[src/rtl/i2c_byte_master.sv]
module i2c_byte_master #(
  parameter int HP_W = 16,
  parameter int DEFAULT_HALF = 625
) (
  input  logic            clk,
  input  logic            rst_n,
  input  logic [HP_W-1:0] half_period,
  input  logic            ctrl_we,
  input  logic            ctrl_tb,
  input  logic            ctrl_start,
  input  logic            ctrl_stop,
  input  logic            ctrl_nak,
  input  logic            ctrl_rx,
  input  logic [7:0]      tx_data,
  input  logic            stat_we,
  input  logic [3:0]      stat_clr,
  output logic            busy,
  output logic [7:0]      rx_data,
  output logic [3:0]      status,
  output logic            irq,
  input  logic            scl_i,
  input  logic            sda_i,
  output logic            scl_low,
  output logic            sda_low
);

  typedef enum logic [3:0] {
    ST_IDLE, ST_HOLD, ST_RS, ST_SA, ST_SB, ST_BLO, ST_BHI, ST_PA, ST_PB, ST_PC
  } state_t;

  state_t          st;
  logic [HP_W-1:0] cnt;
  logic [3:0]      idx;
  logic [7:0]      shreg;
  logic            tb_q, start_q, stop_q, nak_q, rx_q;
  logic            sda_q, sda_next;
  logic [3:0]      flags, flag_set;

  wire [HP_W-1:0] hp_eff = (half_period == '0) ? HP_W'(DEFAULT_HALF) : half_period;
  wire tick     = (cnt == hp_eff - 1'b1);
  wire ack_done = (st == ST_BHI) && tick && (idx == 4'd8);

  assign flag_set[0] = ack_done && !rx_q;
  assign flag_set[1] = ack_done && rx_q;
  assign flag_set[2] = (st == ST_PC) && tick;
  assign flag_set[3] = ack_done && !rx_q && sda_i;

  assign busy    = tb_q;
  assign status  = flags;
  assign irq     = |flags;
  assign sda_low = sda_q;
  assign scl_low = (st == ST_HOLD) || (st == ST_RS) || (st == ST_BLO) || (st == ST_PA);

  always_comb begin
    sda_next = 1'b0;
    case (st)
      ST_SB, ST_PA, ST_PB: sda_next = 1'b1;
      ST_BLO, ST_BHI:
        if (idx == 4'd8) sda_next = rx_q && !nak_q;
        else             sda_next = !rx_q && !shreg[7];
      default: sda_next = 1'b0;
    endcase
  end

  always_ff @(posedge clk or negedge rst_n) begin
    if (!rst_n) begin
      st      <= ST_IDLE;
      cnt     <= '0;
      idx     <= '0;
      shreg   <= '0;
      rx_data <= '0;
      tb_q    <= 1'b0;
      start_q <= 1'b0;
      stop_q  <= 1'b0;
      nak_q   <= 1'b0;
      rx_q    <= 1'b0;
      sda_q   <= 1'b0;
      flags   <= '0;
    end else begin
      sda_q <= sda_next;
      flags <= (flags & ~(stat_we ? stat_clr : 4'b0000)) | flag_set;

      if (st == ST_IDLE || st == ST_HOLD || tick) cnt <= '0;
      else                                        cnt <= cnt + 1'b1;

      if (ctrl_we && !tb_q) begin
        tb_q    <= ctrl_tb;
        start_q <= ctrl_start;
        stop_q  <= ctrl_stop;
        nak_q   <= ctrl_nak;
        rx_q    <= ctrl_rx;
        shreg   <= tx_data;
      end

      case (st)
        ST_IDLE: if (tb_q) begin st <= ST_SA; idx <= '0; end
        ST_HOLD: if (tb_q) begin st <= start_q ? ST_RS : ST_BLO; idx <= '0; end
        ST_RS:   if (tick) st <= ST_SA;
        ST_SA:   if (tick) st <= ST_SB;
        ST_SB:   if (tick) st <= ST_BLO;
        ST_BLO:  if (tick) st <= ST_BHI;
        ST_BHI:
          if (tick) begin
            if (idx != 4'd8) begin
              shreg <= {shreg[6:0], sda_i};
              idx   <= idx + 1'b1;
              st    <= ST_BLO;
            end else begin
              tb_q <= 1'b0;
              if (rx_q) rx_data <= shreg;
              st <= stop_q ? ST_PA : ST_HOLD;
            end
          end
        ST_PA:   if (tick) st <= ST_PB;
        ST_PB:   if (tick) st <= ST_PC;
        ST_PC:   if (tick) st <= ST_IDLE;
        default: st <= ST_IDLE;
      endcase
    end
  end


  tb_clear_chk: assert property (@(posedge clk) disable iff (!rst_n)
    $fell(busy) |-> ($past(st) == ST_BHI && $past(idx) == 4'd8));


  park_low_chk: assert property (@(posedge clk) disable iff (!rst_n)
    (st == ST_HOLD) |-> scl_low);


  flag_time_chk: assert property (@(posedge clk) disable iff (!rst_n)
    ($rose(status[0]) || $rose(status[1])) |-> $fell(busy));


  berr_clear_chk: assert property (@(posedge clk) disable iff (!rst_n)
    (stat_we && stat_clr[3] && !flag_set[3]) |=> !status[3]);


  sda_steady_chk: assert property (@(posedge clk) disable iff (!rst_n)
    (!scl_low && !$past(scl_low) && !(st inside {ST_SB, ST_PC})
     && !($past(st) inside {ST_SB, ST_PC})) |-> $stable(sda_low));

endmodule

[config.mk]
export PLATFORM = sky130hd
export DESIGN_NAME = i2c_byte_master
export DESIGN_NICKNAME = d
export VERILOG_FILES = /design/src/rtl/i2c_byte_master.sv
export SDC_FILE = /design/constraint.sdc
export NUM_CORES = 1
export LEC_CHECK = 0
export BUFFER_PORTS_ARGS = -buffer_cell sky130_fd_sc_hd__buf_4
export CAP_MARGIN = 20
export CELL_PAD_IN_SITES_DETAIL_PLACEMENT = 1
export CELL_PAD_IN_SITES_GLOBAL_PLACEMENT = 2
export CORE_MARGIN = 2
export CORE_UTILIZATION = 31
export DETAILED_ROUTE_END_ITERATION = 16
export GPL_ROUTABILITY_DRIVEN = 0
export PLACE_DENSITY = 0.74
export SYNTH_ARGS = -nofsm -noshare
export SYNTH_HDL_FRONTEND = slang
export SYNTH_SLANG_ARGS = --single-unit
[constraint.sdc]
create_clock -name clk -period 2.75 [get_ports clk]
set_input_delay 0.275 -clock clk [delete_from_list [all_inputs] [get_ports clk]]
set_output_delay 0.275 -clock clk [all_outputs]
set_load 0.02 [all_outputs]
# Word-level counts from Yosys, hierarchy flattened
# Index checks and enable logic that the tools add are counted.
dict set report word_totals {
  regBits 50
  word_cells 102
}
dict set report op_classes {
  add_sub_neg 3
  eq_ne 24
  n_mux 31
  n_bitwise 4
  n_reduce_logical 28
}
# op n
set op_table {}
lappend op_table {{$mux W4} 14}
lappend op_table {{$pmux W4 S10} 1}
lappend op_table {{$mux W16} 2}
lappend op_table {{$mux W8} 4}
lappend op_table {{$ne A2 B2 Y1 const B} 10}
lappend op_table {{$add A16 B1 Y16 const B} 1}
lappend op_table {{$eq A16 B16 Y1} 1}
lappend op_table {{$eq A4 B3 Y1 const B} 4}
lappend op_table {{$logic_not A16 Y1} 1}
lappend op_table {{$sub A16 B1 Y16 const B} 1}
lappend op_table {{$eq A4 B4 Y1 const B} 3}
lappend op_table {{$reduce_and A10 Y1} 1}
lappend op_table {{$logic_and A1 B1 Y1} 9}
lappend op_table {{$mux W3} 3}
lappend op_table {{$eq A4 B2 Y1 const B} 2}
lappend op_table {{$pmux W4 S2} 1}
lappend op_table {{$reduce_and A4 Y1} 2}
lappend op_table {{$logic_or A1 B1 Y1} 5}
lappend op_table {{$mux W1} 5}
lappend op_table {{$add A4 B1 Y4 const B} 1}
lappend op_table {{$and A4 B4 Y4} 1}
lappend op_table {{$eq A4 B1 Y1 const B} 1}
lappend op_table {{$logic_not A1 Y1} 4}
lappend op_table {{$logic_not A4 Y1} 1}
lappend op_table {{other kinds (10)} 12}

# Longest topological paths before layout
dict set report depth {
  word_depth 9
  ltp_mapped 16
  ltp_nobuf 12
}

# Least setup slack after synthesis
# Ideal clock, no wire load.
dict set report synth_timing {
  path_type {input to register}
  start {input port half_period[0]}
  end {register shreg[1]}
  setup_time_ps 125
  t_arrival_ps 3899
  t_required_ps 2625
  setup_slack_ps -1274
  path_stages 15
  n_path_buf 3
  cell_sequence {or4_1 > buf_2 > nor4_1 > nor2_1 > ha_1 > or3b_2 > clkbuf_1 > or3_1 > a21oi_1 > a2111oi_0 > nand4_1 > nor4_4 > nor4b_2 > buf_4 > mux2_2}
}
dict set report synth_via {
  elab_chain_cells 6
}
# item line
set synth_rtl {}
lappend synth_rtl {{start, declared} 7} ;# input logic [HP_W-1:0] half_period,
lappend synth_rtl {{$logic_not A16 Y1} 39} ;# wire [HP_W-1:0] hp_eff = (half_period == '0) ? HP_W'(DEFAULT_HALF) : half_period;
lappend synth_rtl {{$mux W16 *} 39}
lappend synth_rtl {{$sub A16 B1 Y16 *} 40} ;# wire tick = (cnt == hp_eff - 1'b1);
lappend synth_rtl {{$eq A16 B16 Y1 *} 40}
lappend synth_rtl {{$mux W8 *} 103} ;# if (tick) begin
lappend synth_rtl {{$mux W8 *} 95} ;# case (st)
lappend synth_rtl {{end signal, assigned} 92} ;# shreg <= tx_data;
lappend synth_rtl {{end signal, assigned} 105} ;# shreg <= {shreg[6:0], sda_i};
lappend synth_rtl {{end, declared} 34} ;# logic [7:0] shreg;
# Mark *: on every way between the ends. The rest lies on a longest branch, timed or not.
# A chain may end at the register's enable or synchronous reset.

# Final worst setup path
dict set report layout_timing {
  start {input port half_period[15]}
  end {register shreg[2]}
}
# Same word-level chain as after synthesis.

==> reports/summary.json <==
{
  "run_status": {
    "outcome": "finished with violations",
    "failing_checks": "hold timing, setup timing"
  },
  "critical_path": {
    "slowest_stage_cell_cp": "sky130_fd_sc_hd__or4_4",
    "cp-start-kind": "input pin",
    "cp_data_arrival_time_ps": 3550,
    "path_class": "in -> reg",
    "crit_chain": "buf_6 -> or4_4 -> nor4_4 -> nor2_1 -> ha_2 -> or3b_4 -> or3_4 -> a21oi_2 -> a2111oi_2 -> nand4_1 -> nor4_4 -> nor4b_4 -> buf_4 -> mux2_4",
    "cp_common_cell": "sky130_fd_sc_hd__nor4_4",
    "r2r_slack_ps": -40,
    "critical_path.startpoint": "half_period[15]",
    "critical_path.reg2reg.startpoint": "cnt[12]$_DFF_PN0_",
    "crit_fanout": 4,
    "worst-endpoint-required_ps": 2960,
    "critical_path.reg2reg.endpoint": "shreg[2]$_DFF_PN0_",
    "cp_endpoint": "shreg[2]$_DFF_PN0_",
    "timing.critical_path.slowest_cell_delay_ps": 550,
    "critical_path_endpoint_category": "flip-flop",
    "reg2reg_depth": 9
  },
  "synthesis": {
    "yosysWarningCount": 0,
    "seq_area_frac_synth_pct": 41.2,
    "post_synth_fa_ha_maj_area_fraction_pct": 1.65,
    "post_synth_and_or_nand_nor_area_fraction_pct": 21.1,
    "synth-edff-count": 0,
    "syn_avg_cell_area_um2": 9.64,
    "synth_top_family_by_area": "simple AND/OR/NAND/NOR gates",
    "synthCells": 315,
    "synth_compound_area_share_pct": 12.9,
    "muxShareOfSynthArea_pct": 11.3,
    "synth_async_sr_flop_share_pct": 100,
    "synth.net_count": 358,
    "synth-main-ff-cell": "sky130_fd_sc_hd__dfrtp_1",
    "synth_xor_xnor_area_share_pct": 8.37,
    "ys_ff_latch": 50,
    "mappedNetlistArea_mm2": 0.00304,
    "yosysUniqueCellTypes": 58
  },
  "cts": {
    "ctsRootBufferMaster": "sky130_fd_sc_hd__clkbuf_8",
    "cts_tree": "yes",
    "clk_path_buf_depth": 2,
    "clock_latency_late_sink_ps": 310,
    "clock_sink_count": 50,
    "cts_max_level": 2,
    "cts_hold_buffers": 0,
    "clk_transition_reported_paths_ps": 110,
    "numCtsBuffers": 5
  },
  "layout": {
    "final_layout_size_suffix_gt1_share_pct": 44.3,
    "layout.cells.most_common": "sky130_fd_sc_hd__buf_4",
    "syn_to_final_growth_pct": 45.7,
    "final_instance_area_mm2": 0.00442,
    "diodes": 0,
    "final_net_count": 457,
    "layout_common_cells": "86 x sky130_fd_sc_hd__buf_4, 50 x sky130_fd_sc_hd__dfrtp_1, 23 x sky130_fd_sc_hd__nand2_1"
  },
  "sta": {
    "finClkSkew_ps": 10.5,
    "setup-violations-final": 45,
    "max-slew-margin-rel_pct": 34.2,
    "max_freq_mhz": 299,
    "finalWorstSetupSlack_ps": -592,
    "min_period_ps": 3340,
    "slew_worst_pin_ps": 979,
    "slew_viol_final": 0,
    "finalHoldViolations": 39,
    "worst_hold_slack_ps": -12.1,
    "rsz0062_at_grt": "true",
    "period_share_pct": 122
  },
  "placement": {
    "instance_area_after_placement_mm2": 0.00384,
    "placed_wire_length_estimate_after_detailed_placement_um": 6380,
    "place.port_buffers": 53
  },
  "global_route": {
    "grt.overflow.total": 0,
    "grt_pass1_vias": 2904,
    "grt_antenna_before_repair": 0,
    "grt_pass1_wl_um": 14200,
    "gr-usage-all-layers_pct": 16.9,
    "maximum_number_of_pins_on_one_net_before_global_route_repair": 51
  },
  "pwr": {
    "combPwrFrac_pct": 33.3,
    "power_leakage_nw": 1.95,
    "p_sw_mw": 0.771,
    "p_int_mw": 1.44,
    "power.ir.vdd_worst_mv": 0.318,
    "power-per-cell-area_mw_per_mm2": 499,
    "power_mw": 2.21,
    "power.share.sequential_pct": 45.9,
    "power.switching_fraction_pct": 34.9,
    "power.share.clock_pct": 20.8
  },
  "floorplan": {
    "core_mm2": 0.00964,
    "i_o_pins": 55,
    "initial_core_util_pct": 31.5,
    "die_width_um": 103,
    "floorplan.die_area_mm2": 0.0106,
    "die_h_um": 103,
    "rows": 36
  },
  "job": {
    "max-cap-violations": 0
  },
  "route": {
    "detailedRoute.firstIterationViolations": 53,
    "vias": 2818,
    "detail_route.drc_violations": 0,
    "post_drt_wl_per_cell_um": 16.6,
    "vias_per_cell": 5.14,
    "route.antenna.remaining_nets": 0,
    "drt_pre_antenna_iters": 4,
    "detail_route.wirelength_um": 9120
  },
  "worst_hold_path": {
    "hold_path_class": "in -> async"
  }
}
[through the flow]
step	setup TNS [ps]	cells	util (%)	setup slack [ps]
floorplan	-23200	315	-	-771
global placement	-32380	522	39.9	-901
finish	-20520	548	45.9	-592
CTS	-22270	535	41.9	-667
global route	-26990	548	45.9	-738
detailed placement	-37260	522	39.9	-1020
[power groups by stage]
stage | registers, mW | clock network (mW) | logic [mW]
2_1_floorplan | 0.957 | 0 | 0.421
3_3_place_gp | 1.01 | 0 | 0.581
3_5_place_dp | 1.02 | 0 | 0.600
4_1_cts | 1.01 | 0.483 | 0.628
5_1_grt | 1.03 | 0.513 | 0.819
6_report | 1.01 | 0.459 | 0.736
[cell usage after synthesis, types with 4 or more instances]
master / number / area, µm²
sky130_fd_sc_hd__a21oi_1: 12 / 60.1
sky130_fd_sc_hd__and3_1: 5 / 31.3
sky130_fd_sc_hd__clkbuf_1: 9 / 33.8
sky130_fd_sc_hd__dfrtp_1: 50 / 1250
sky130_fd_sc_hd__ha_1: 4 / 50.1
sky130_fd_sc_hd__inv_1: 13 / 48.8
sky130_fd_sc_hd__mux2_2: 26 / 293
sky130_fd_sc_hd__mux2i_1: 4 / 40.0
sky130_fd_sc_hd__nand2_1: 25 / 93.8
sky130_fd_sc_hd__nand3_1: 13 / 65.1
sky130_fd_sc_hd__nand4_1: 6 / 37.5
sky130_fd_sc_hd__nor2_1: 27 / 101
sky130_fd_sc_hd__nor2b_1: 5 / 31.3
sky130_fd_sc_hd__nor3_1: 7 / 35.0
sky130_fd_sc_hd__nor4_1: 8 / 50.1
sky130_fd_sc_hd__o21ai_0: 9 / 45.0
sky130_fd_sc_hd__or3_1: 4 / 25.0
sky130_fd_sc_hd__or4_1: 6 / 45.0
sky130_fd_sc_hd__xnor2_1: 16 / 140
sky130_fd_sc_hd__xor2_1: 13 / 114
[worst min path at each step]
stage | startpoint | to
finish | rst_n | rx_data[7]$_DFFE_PN0P_
global route | rst_n | start_q$_DFFE_PN0P_
CTS | rst_n | rx_data[7]$_DFFE_PN0P_
detailed placement | rst_n | start_q$_DFFE_PN0P_
global placement | rst_n | start_q$_DFFE_PN0P_
floorplan | rst_n | busy$_DFF_PN0_
[logic make-up (layout without fill, tap and decap cells)]
| logic type | count (synthesis) | in the layout |
|---|---|---|
| simple gates | 119 | 119 |
| compound gates | 56 | 56 |
| flops | 50 | 50 |
| mux | 31 | 31 |
| xor+xnor | 29 | 29 |
| buf+inv | 26 | 126 |
| fa+ha+maj | 4 | 4 |
[layout make-up]
cell class / instances / area [µm²]
flip-flops and latches: 50 / 1250
repair buffers: 105 / 895
inverters: 13 / 48.8
clock inverters: 3 / 28.8
multi-input cells: 239 / 1960
fillers: 1108 / 5220
clock buffers: 5 / 68.8
well taps: 133 / 166
[per-layer routing]
| layer | up-vias | GRT usage, % | wire, µm |
|---|---|---|---|
| li1 | 1348 | - | - |
| met1 | 1412 | 20.6 | 3730 |
| met2 | 50 | 31.9 | 5050 |
| met3 | 8 | 2.37 | 258 |
| met4 | 0 | 3.04 | 85 |
| met5 | - | 0 | 0 |
[timing repair]
item / in CTS / in global routing
pin swaps: 9 / 34
buffers inserted: 4 / 12
resized for setup: 16 / 70
cloned: 1 / 1
endpoints found under the setup margin: 45 / 45
[critical path: cells and delay by family]
family / cells / cell delay (ps)
adder cells (fa/ha/maj): 1 / 190
buffers and inverters: 2 / 310
AO/OA/AOI/OAI: 2 / 380
multiplexers: 1 / 300
AND/OR/NAND/NOR: 8 / 2090
[flip-flops by register name (all words and copies together) (netlist names)]
register and flops:
cnt 16, idx 4, busy 1, rx_q 1
start_q 1, stop_q 1, sda_low 1, st 4
rx_data 8, shreg 8, nak_q 1, status 4
(Power assumes the default switching activity.)
